[config.mk]
export PLATFORM = sky130hd
export DESIGN_NAME = alarm_annunciator
export DESIGN_NICKNAME = d
export VERILOG_FILES = /design/src/rtl/annun_pkg.sv /design/src/rtl/annun_timebase.sv /design/src/rtl/annun_ctrl.sv /design/src/rtl/alarm_annunciator.sv
export SDC_FILE = /design/constraint.sdc
export NUM_CORES = 1
export LEC_CHECK = 0
export ABC_AREA = 1
export BUFFER_PORTS_ARGS = -buffer_cell sky130_fd_sc_hd__clkbuf_2
export CORE_MARGIN = 2
export CORE_UTILIZATION = 30
export CTS_CLUSTER_SIZE = 14
export DETAILED_ROUTE_END_ITERATION = 7
export SLEW_MARGIN = 5
export SYNTH_ARGS = -nofsm -noshare
export SYNTH_HDL_FRONTEND = slang
export SYNTH_SLANG_ARGS = --single-unit
[constraint.sdc]
create_clock -name clk -period 3.3 [get_ports clk]
set_input_delay 0.99 -clock clk [delete_from_list [all_inputs] [get_ports clk]]
set_output_delay 0.99 -clock clk [all_outputs]
set_load 0.01 [all_outputs]
[src/rtl/annun_pkg.sv]
`timescale 1ns/1ps
package annun_pkg;

  // Mode encoding equals the sound-controller code of that mode.
  typedef enum logic [2:0] {
    M_STANDBY  = 3'b000,
    M_LOCAL    = 3'b001,
    M_REMOTE   = 3'b010,
    M_PASS     = 3'b011,
    M_FAIL     = 3'b100,
    M_LOWBAT   = 3'b101,
    M_DEGRADED = 3'b110
  } mode_e;

  // Control -> datapath strobes.
  typedef struct packed {
    logic restart;
    logic advance;
  } ctrlStrobe_t;

  // Datapath -> control phase flags.
  typedef struct packed {
    logic slotStart;    // first tick of a cadence slot
    logic hornSlot;     // cadence slot with horn on
    logic periodStart;  // first tick of the warning period
    logic chirpHit;     // one of the chirp ticks of the warning period
  } phase_t;

  // Fixed priority: local > remote > pass > fail > degraded > low battery.
  function automatic mode_e pickMode(
    input logic localAlarm,
    input logic remoteAlarm,
    input logic testPass,
    input logic testFail,
    input logic degradedChamber,
    input logic lowBattery
  );
    if (localAlarm)           return M_LOCAL;
    else if (remoteAlarm)     return M_REMOTE;
    else if (testPass)        return M_PASS;
    else if (testFail)        return M_FAIL;
    else if (degradedChamber) return M_DEGRADED;
    else if (lowBattery)      return M_LOWBAT;
    else                      return M_STANDBY;
  endfunction

endpackage

[src/rtl/annun_timebase.sv]
`timescale 1ns/1ps
module annun_timebase
  import annun_pkg::*;
#(
  parameter int SLOT_TICKS  = 48,
  parameter int BURSTS      = 3,
  parameter int WARN_PERIOD = 4096,
  parameter int CHIRP_GAP   = 64,
  parameter int CHIRP_COUNT = 3
) (
  input  logic        clk,
  input  logic        rstN,
  input  ctrlStrobe_t strobe,
  output phase_t      phase
);

  // Cadence: BURSTS on/off pairs, with the last off phase stretched by two
  // extra slots.
  localparam int SLOTS  = 2 * BURSTS + 2;
  localparam int SUB_W  = (SLOT_TICKS  > 1) ? $clog2(SLOT_TICKS)  : 1;
  localparam int SLOT_W = (SLOTS       > 1) ? $clog2(SLOTS)       : 1;
  localparam int PER_W  = (WARN_PERIOD > 1) ? $clog2(WARN_PERIOD) : 1;

  logic [SUB_W-1:0]  subQ;
  logic [SLOT_W-1:0] slotQ;
  logic [PER_W-1:0]  perQ;

  logic subLast, slotLast, perLast;
  assign subLast  = (subQ  == SUB_W'(SLOT_TICKS - 1));
  assign slotLast = (slotQ == SLOT_W'(SLOTS - 1));
  assign perLast  = (perQ  == PER_W'(WARN_PERIOD - 1));

  // Cadence counters.
  always_ff @(posedge clk) begin
    if (!rstN || strobe.restart) begin
      subQ  <= '0;
      slotQ <= '0;
    end else if (strobe.advance) begin
      if (subLast) begin
        subQ  <= '0;
        slotQ <= slotLast ? '0 : slotQ + SLOT_W'(1);
      end else begin
        subQ  <= subQ + SUB_W'(1);
      end
    end
  end

  // Warning period counter.
  always_ff @(posedge clk) begin
    if (!rstN || strobe.restart) begin
      perQ <= '0;
    end else if (strobe.advance) begin
      perQ <= perLast ? '0 : perQ + PER_W'(1);
    end
  end

  // Chirp tick decoders, one per chirp.
  logic [CHIRP_COUNT-1:0] hitVec;
  for (genvar k = 0; k < CHIRP_COUNT; k++) begin : g_chirp
    localparam int OFFSET = k * CHIRP_GAP;
    assign hitVec[k] = (perQ == PER_W'(OFFSET));
  end

  assign phase.slotStart   = (subQ == '0);
  assign phase.hornSlot    = (slotQ < SLOT_W'(2 * BURSTS)) && !slotQ[0];
  assign phase.periodStart = (perQ == '0);
  assign phase.chirpHit    = |hitVec;

  // a restart leaves every counter at zero.
  p_restart_clears_r10: assert property (@(posedge clk) disable iff (!rstN)
    strobe.restart |=> (subQ == '0 && slotQ == '0 && perQ == '0));

  // without a tick or a restart, the counters hold.
  p_hold_without_tick_r11: assert property (@(posedge clk) disable iff (!rstN)
    (!strobe.advance && !strobe.restart) |=> $stable({subQ, slotQ, perQ}));

endmodule

[src/rtl/annun_ctrl.sv]
`timescale 1ns/1ps
module annun_ctrl
  import annun_pkg::*;
(
  input  logic        clk,
  input  logic        rstN,
  input  logic        tick,
  input  logic        localAlarm,
  input  logic        remoteAlarm,
  input  logic        testPass,
  input  logic        testFail,
  input  logic        lowBattery,
  input  logic        degradedChamber,
  input  logic        blinkEn,
  input  phase_t      phase,
  output ctrlStrobe_t strobe,
  output logic [2:0]  soundCode,
  output logic        horn,
  output logic        led
);

  mode_e modeQ, modeD;

  assign modeD = pickMode(localAlarm, remoteAlarm, testPass, testFail,
                          degradedChamber, lowBattery);

  always_ff @(posedge clk) begin
    if (!rstN) modeQ <= M_STANDBY;
    else       modeQ <= modeD;
  end

  assign strobe.restart = (modeD != modeQ);
  assign strobe.advance = tick;

  // Output decode per mode.
  always_comb begin
    soundCode = 3'b000;
    horn      = 1'b0;
    led       = 1'b0;
    unique case (modeQ)
      M_LOCAL, M_PASS: begin
        soundCode = modeQ;
        horn      = phase.hornSlot;
        led       = phase.slotStart;
      end
      M_REMOTE: begin
        soundCode = modeQ;
        horn      = phase.hornSlot;
      end
      M_FAIL: begin
        soundCode = modeQ;
        led       = phase.slotStart;
      end
      M_LOWBAT: begin
        soundCode = phase.periodStart ? modeQ : 3'b000;
        horn      = phase.periodStart;
        led       = phase.periodStart;
      end
      M_DEGRADED: begin
        soundCode = phase.periodStart ? modeQ : 3'b000;
        horn      = phase.chirpHit;
        led       = phase.chirpHit;
      end
      default: begin
        led = blinkEn && phase.periodStart;
      end
    endcase
  end

  // a sampled local flag always wins on the next clock.
  p_local_wins_r2: assert property (@(posedge clk) disable iff (!rstN)
    ($past(rstN) && $past(localAlarm)) |-> soundCode == 3'b001);

  // alarm or test flags block both warning codes.
  p_warn_inhibit_r3: assert property (@(posedge clk) disable iff (!rstN)
    ($past(rstN) && $past(localAlarm || remoteAlarm || testPass || testFail))
      |-> !(soundCode == 3'b101 || soundCode == 3'b110));

  // remote mode never lights the LED.
  p_remote_dark_r5: assert property (@(posedge clk) disable iff (!rstN)
    soundCode == 3'b010 |-> !led);

  // fail mode keeps the horn silent.
  p_fail_silent_r8: assert property (@(posedge clk) disable iff (!rstN)
    soundCode == 3'b100 |-> !horn);

endmodule

[src/rtl/alarm_annunciator.sv]
`timescale 1ns/1ps
module alarm_annunciator
  import annun_pkg::*;
#(
  parameter int SLOT_TICKS  = 48,
  parameter int BURSTS      = 3,
  parameter int WARN_PERIOD = 4096,
  parameter int CHIRP_GAP   = 64,
  parameter int CHIRP_COUNT = 3
) (
  input  logic       clk,
  input  logic       rstN,
  input  logic       tick,
  input  logic       localAlarm,
  input  logic       remoteAlarm,
  input  logic       testPass,
  input  logic       testFail,
  input  logic       lowBattery,
  input  logic       degradedChamber,
  input  logic       blinkEn,
  output logic [2:0] soundCode,
  output logic       horn,
  output logic       led
);

  ctrlStrobe_t strobe;
  phase_t      phase;

  annun_ctrl ctrl_i (
    .clk             (clk),
    .rstN            (rstN),
    .tick            (tick),
    .localAlarm      (localAlarm),
    .remoteAlarm     (remoteAlarm),
    .testPass        (testPass),
    .testFail        (testFail),
    .lowBattery      (lowBattery),
    .degradedChamber (degradedChamber),
    .blinkEn         (blinkEn),
    .phase           (phase),
    .strobe          (strobe),
    .soundCode       (soundCode),
    .horn            (horn),
    .led             (led)
  );

  annun_timebase #(
    .SLOT_TICKS  (SLOT_TICKS),
    .BURSTS      (BURSTS),
    .WARN_PERIOD (WARN_PERIOD),
    .CHIRP_GAP   (CHIRP_GAP),
    .CHIRP_COUNT (CHIRP_COUNT)
  ) timebase_i (
    .clk    (clk),
    .rstN   (rstN),
    .strobe (strobe),
    .phase  (phase)
  );

endmodule

# --- After elaboration in Yosys (flattened, before gate mapping) ---
# Index checks and enable logic that the tools add are counted.
classes:
  n_eq_ne: 12
  n_lt_le_gt_ge: 1
  n_addsub: 3
  reduce_logical: 13
  mux: 13
op_table:
  columns: ["cell", "n"]
  rows:
  - ["3-bit 2-to-1 mux", 8]
  - ["12-bit by 1-bit adder with 12-bit output (second input constant)", 1]
  - ["12-bit == test (second input constant)", 1]
  - ["12-bit by 7-bit == test with 1-bit output (second input constant)", 1]
  - ["12-bit by 8-bit == test with 1-bit output (second input constant)", 1]
  - ["3-bit == test (second input constant)", 4]
  - ["12-bit zero test", 1]
  - ["12-bit 2-to-1 mux", 1]
  - ["3-bit OR reduction", 3]
  - ["6-bit by 1-bit adder with 6-bit output (second input constant)", 1]
  - ["3-bit by 2-bit == test with 1-bit output (second input constant)", 2]
  - ["6-bit == test (second input constant)", 1]
  - ["6-bit zero test", 1]
  - ["6-bit 2-to-1 mux", 1]
  - ["3-bit case mux with 2 select lines", 1]
  - ["1-bit case mux with 4 select lines", 1]
  - ["4-bit OR reduction", 1]
  - ["3-bit by 1-bit adder with 3-bit output (second input constant)", 1]
  - ["3-bit by 1-bit == test with 1-bit output (second input constant)", 1]
  - ["3-bit < comparator (second input constant)", 1]
  - ["3-bit inequality test", 1]
  - ["1-bit case mux with 3 select lines", 1]
  - ["1-bit logical AND", 2]
  - ["1-bit zero test", 2]
  - ["other kinds (3)", 3]
word_totals:
  inputBits: 10
  ff_bits: 24
  out_inout_bits: 5

# --- Logic depth before layout (Yosys ltp) ---
depth:
  word_depth: 8
  ltp_mapped: 10
  depth_no_buf: 9

# --- By module ---
# Synthesis repeated with hierarchy kept, for this count alone.
hier_totals:
  cells_unflattened: 223
  area_unflattened_um2: 1488.9
by_module_without_submodules:
  columns: ["module", "area_per_inst_um2", "cells_each", "n_inst"]
  rows:
  - ["annun_timebase", 1163.6, 161, 1]
  - ["annun_ctrl", 325.3, 62, 1]

# --- Least setup slack after synthesis ---
# OpenSTA, ideal clock, no wires.
synth_timing:
  path_type: "input to output"
  startpoint: "in blinkEn"
  endpoint: "out led"
  required_time_ps: 2310
  t_arrival_ps: 1149
  slack_ps: 1161
  stages: 2
  cell_sequence: "nand3_1 nand2_1"
synth_between:
  elab_chain_len: 2
synth_rtl:
  columns: ["element", "line", "text"]
  rows:
  - ["start, declared", "alarm_annunciator.sv:20", "input logic blinkEn,"]
  - ["1-bit logical AND", "annun_ctrl.sv:65", "led = blinkEn && phase.periodStart;"]
  - ["1-bit case mux with 4 select lines", "annun_ctrl.sv:40", "unique case (modeQ)"]
  - ["end, declared", "alarm_annunciator.sv:23", "output logic led"]
# Every way passes these cells.

# --- Worst setup path after layout ---
layout_timing:
  startpoint: "reg timebase_i.perQ[0]"
  endpoint: "out led"
layout_between:
  elab_chain_len: 3
  elab_cells_between_ends: 6
  cone_classes: "eq/ne (2); mux (1); reduce/logical (3)"
layout_rtl:
  columns: ["element", "line", "text"]
  rows:
  - ["start, declared", "annun_timebase.sv:26", "logic [PER_W-1:0] perQ;"]
  - ["start signal, assigned", "annun_timebase.sv:53", "perQ <= perLast ? '0 : perQ + PER_W'(1);"]
  - ["12-bit by 7-bit == test with 1-bit output (tied with other cells)", "annun_timebase.sv:61", "assign hitVec[k] = (perQ == PER_W'(OFFSET));"]
  - ["3-bit OR reduction / 1-bit logical AND (equally long branches)", "annun_timebase.sv:67, annun_ctrl.sv:65", null]
  - ["1-bit case mux with 4 select lines (*)", "annun_ctrl.sv:40", null]
# Every way passes the cells marked *; elsewhere a longest branch is shown, timed or not.

==> results.cfg <==
[critical_path]
crit_buf_inv = 2
cp.required_ns = 2.31
cpPeakStageDelay_ns = 0.34
worst-endpoint-arrival_ns = 1.56
crit_chain = inv_1 > ha_1 > nand2_1 > nor2_1 > nand3_1 > nand2_1 > nor2_1 > nand2_1 > clkbuf_2
slowest_stage = dfxtp_1
critPathKind = reg -> out
path_delay_family = simple AND/OR/NAND/NOR gates
start_kind = register
cpMostUsedCell = nand2_1
path_max_fanout = 3
end_kind = output pin

[timing]
fin_skew_ns = 0.00243
tightest_slew_ns = 0.751
fin_crit_ns = 2.55
slew_violations = 0
finalSetupViolCount = 0
hold_viol_final = 0
fmax_ghz = 0.392
fin_setup_tns_ns = 0
relSlewSlack_pct = 49.8
fin_crit_sh_pct = 77.3
rsz0062_at_grt = no
layout_setup_ws_ns = 0.750

[synth]
synthXorXnorAreaFrac_pct = 4.08
yosysMostFrequentCell = nand2_1
synth_area_leader_cell = dfxtp_1
synth_common_cells = nand2_1, nor2_1, inv_1, nand3_1, dfxtp_1
syn_avg_cell_area_um2 = 6.39
synth-simple-area-share_pct = 43.4
synth_area_mm2 = 0.00150
syn-num-nets = 251
synth-adder-area-share_pct = 5.00
synth.ff_latch_count = 24
synth_top_family_by_area = simple AND/OR/NAND/NOR gates
ys_warn_count = 0
synthCells = 235
synth_area_leaders = dfxtp_1, nand2_1, nor2_1
synth_compound_area_share_pct = 4.92
yosysTopAreaCellShare_pct = 32.0
seq_area_frac_synth_pct = 32.0
netlist-cell-type-count = 24
async_reset_ff_share_pct = 0
synth_ff_type = dfxtp_1
synthMuxAreaShare_pct = 0
synth-edff-count = 0

[power_and_ir_drop]
finalPower_uw = 522
power.leakage_uw = 0.000749
peakVddDrop_v = 0.000182
power.density_mw_per_mm2 = 314

[flow_run]
maxCapViolCount = 0

[die]
die_w_um = 74.7
start_util_pct = 31.4
rows = 25
fp.dieArea_mm2 = 0.00559
boundaryPins = 15
coreArea_mm2 = 0.00479
die-height_um = 74.7

[grt]
grt_pass1_vias = 1304
overflow = 0
grt_pass1_wl_um = 5400
grt_max_degree = 22
antenna_found_initial = 0
track_usage_pct = 12.1

[cells_and_area]
area_delta_synth_final_pct = 10.7
final_util_pct = 34.7
fin_nets = 267
multi_input_area_um2 = 862
drive_gt1_share_pct = 11.2
regArea_um2 = 480
final_cells = 316
fillerInstances = 528
antenna_cells = 0

[hold_path]
hold_class = reg -> reg

[clock_tree]
cts_buffer_depth = 2
clockRootBuffer = clkbuf_8
tritoncts = done
cts_resized = 0
clock_latency_ns = 0.26
cts_buffers = 3
clk_pin_slew_ns = 0.08
post_cts_buffers = 0
cts_sinks = 24
cts-htree-levels = 1
hold_buffers = 0

[route]
drt-initial-drc-count = 70
dr.pass1.iters = 4
vias_per_cell = 4.41
vias = 1392
finalWirelength_um = 2990
wl_per_cell_um = 9.46
drc = 0
ant_nets = 0

[place]
dp_hpwl_um = 2310
pre_cts_ws_ns = 0.908
placed_cells = 313
gp_congestion = 0.803
io_buffer_count = 14

[status]
status = completed
[flip-flops by register name, summed over array words and instances, names as in the netlist]
| signal | count |
|---|---|
| timebase_i.perQ | 12 |
| timebase_i.subQ | 6 |
| ctrl_i.modeQ | 3 |
| timebase_i.slotQ | 3 |
[cells by family (layout without fill, tap and decap cells)]
kind of cell    count (synthesis)  after routing
flops                          24             24
fa+ha+maj                       6              6
simple gates                  148            148
buf+inv                        36             50
xor+xnor                        7              7
compound gates                 14             14
[through the flow]
stage / instance area [um2] / hold WS [ns]
global placement: 1620 / 0.545
CTS: 1660 / 0.573
floorplan: 1500 / 0.517
detailed placement: 1620 / 0.550
global route: 1660 / 0.606
finish: 1660 / 0.563
[layer usage]
layer  vias up  track usage (%)  part of all wire (%)
met1       606             14.7                    51
met5         -                0                     0
met4         0             3.37                  0.70
met2        20             21.0                    45
met3         2             3.08                   3.4
li1        764                -                     -
[report_power, final]
part | internal (uW) | leakage, uW | switching (uW)
clock | 81.5 | 0.0000216 | 88.3
combinational | 20.5 | 0.000533 | 36.3
sequential | 292 | 0.000194 | 2.72
[tightest hold or removal path, stage by stage (launching register included)]
cell and delay (ns):
dfxtp_1 0.33, nand2_1 0.07, nand2_1 0.05, inv_1 0.05
nor2_1 0.03
[cell usage in the layout, fill, tap and decap left out, types with 2 or more instances in the layout]
master and instances:
clkbuf_2 14, xor2_1 6, clkbuf_8 3, nand3b_1 2
nand2_1 60, nor3_1 2, nand2_2 2, nor2_2 3
inv_1 32, nand3_1 26, o21ai_0 3, nand4_1 5
nor3_2 2, nor2_1 43, ha_1 6, a21oi_1 8
dfxtp_1 24
[final cells by class]
class / instances / area share, %
clock buffer: 3 / 2.48
inverter: 33 / 7.52
multi-input combinational: 175 / 51.8
sequential: 24 / 28.9
tap: 67 / 5.04
timing repair buffer: 14 / 4.21
[path summary, 6_finish.rpt]
kind                             from             endpoint  slack (ns)  depth (start not counted)
hold / removal    timebase_i.slotQ[1]  timebase_i.slotQ[1]        0.56                          4
setup reg to reg      ctrl_i.modeQ[2]   timebase_i.subQ[5]        1.82                          6
setup / recovery   timebase_i.perQ[0]                  led        0.75                          9
hold reg to reg   timebase_i.slotQ[1]  timebase_i.slotQ[1]        0.56                          4
No activity file was read; power rests on OpenSTA's default activity.
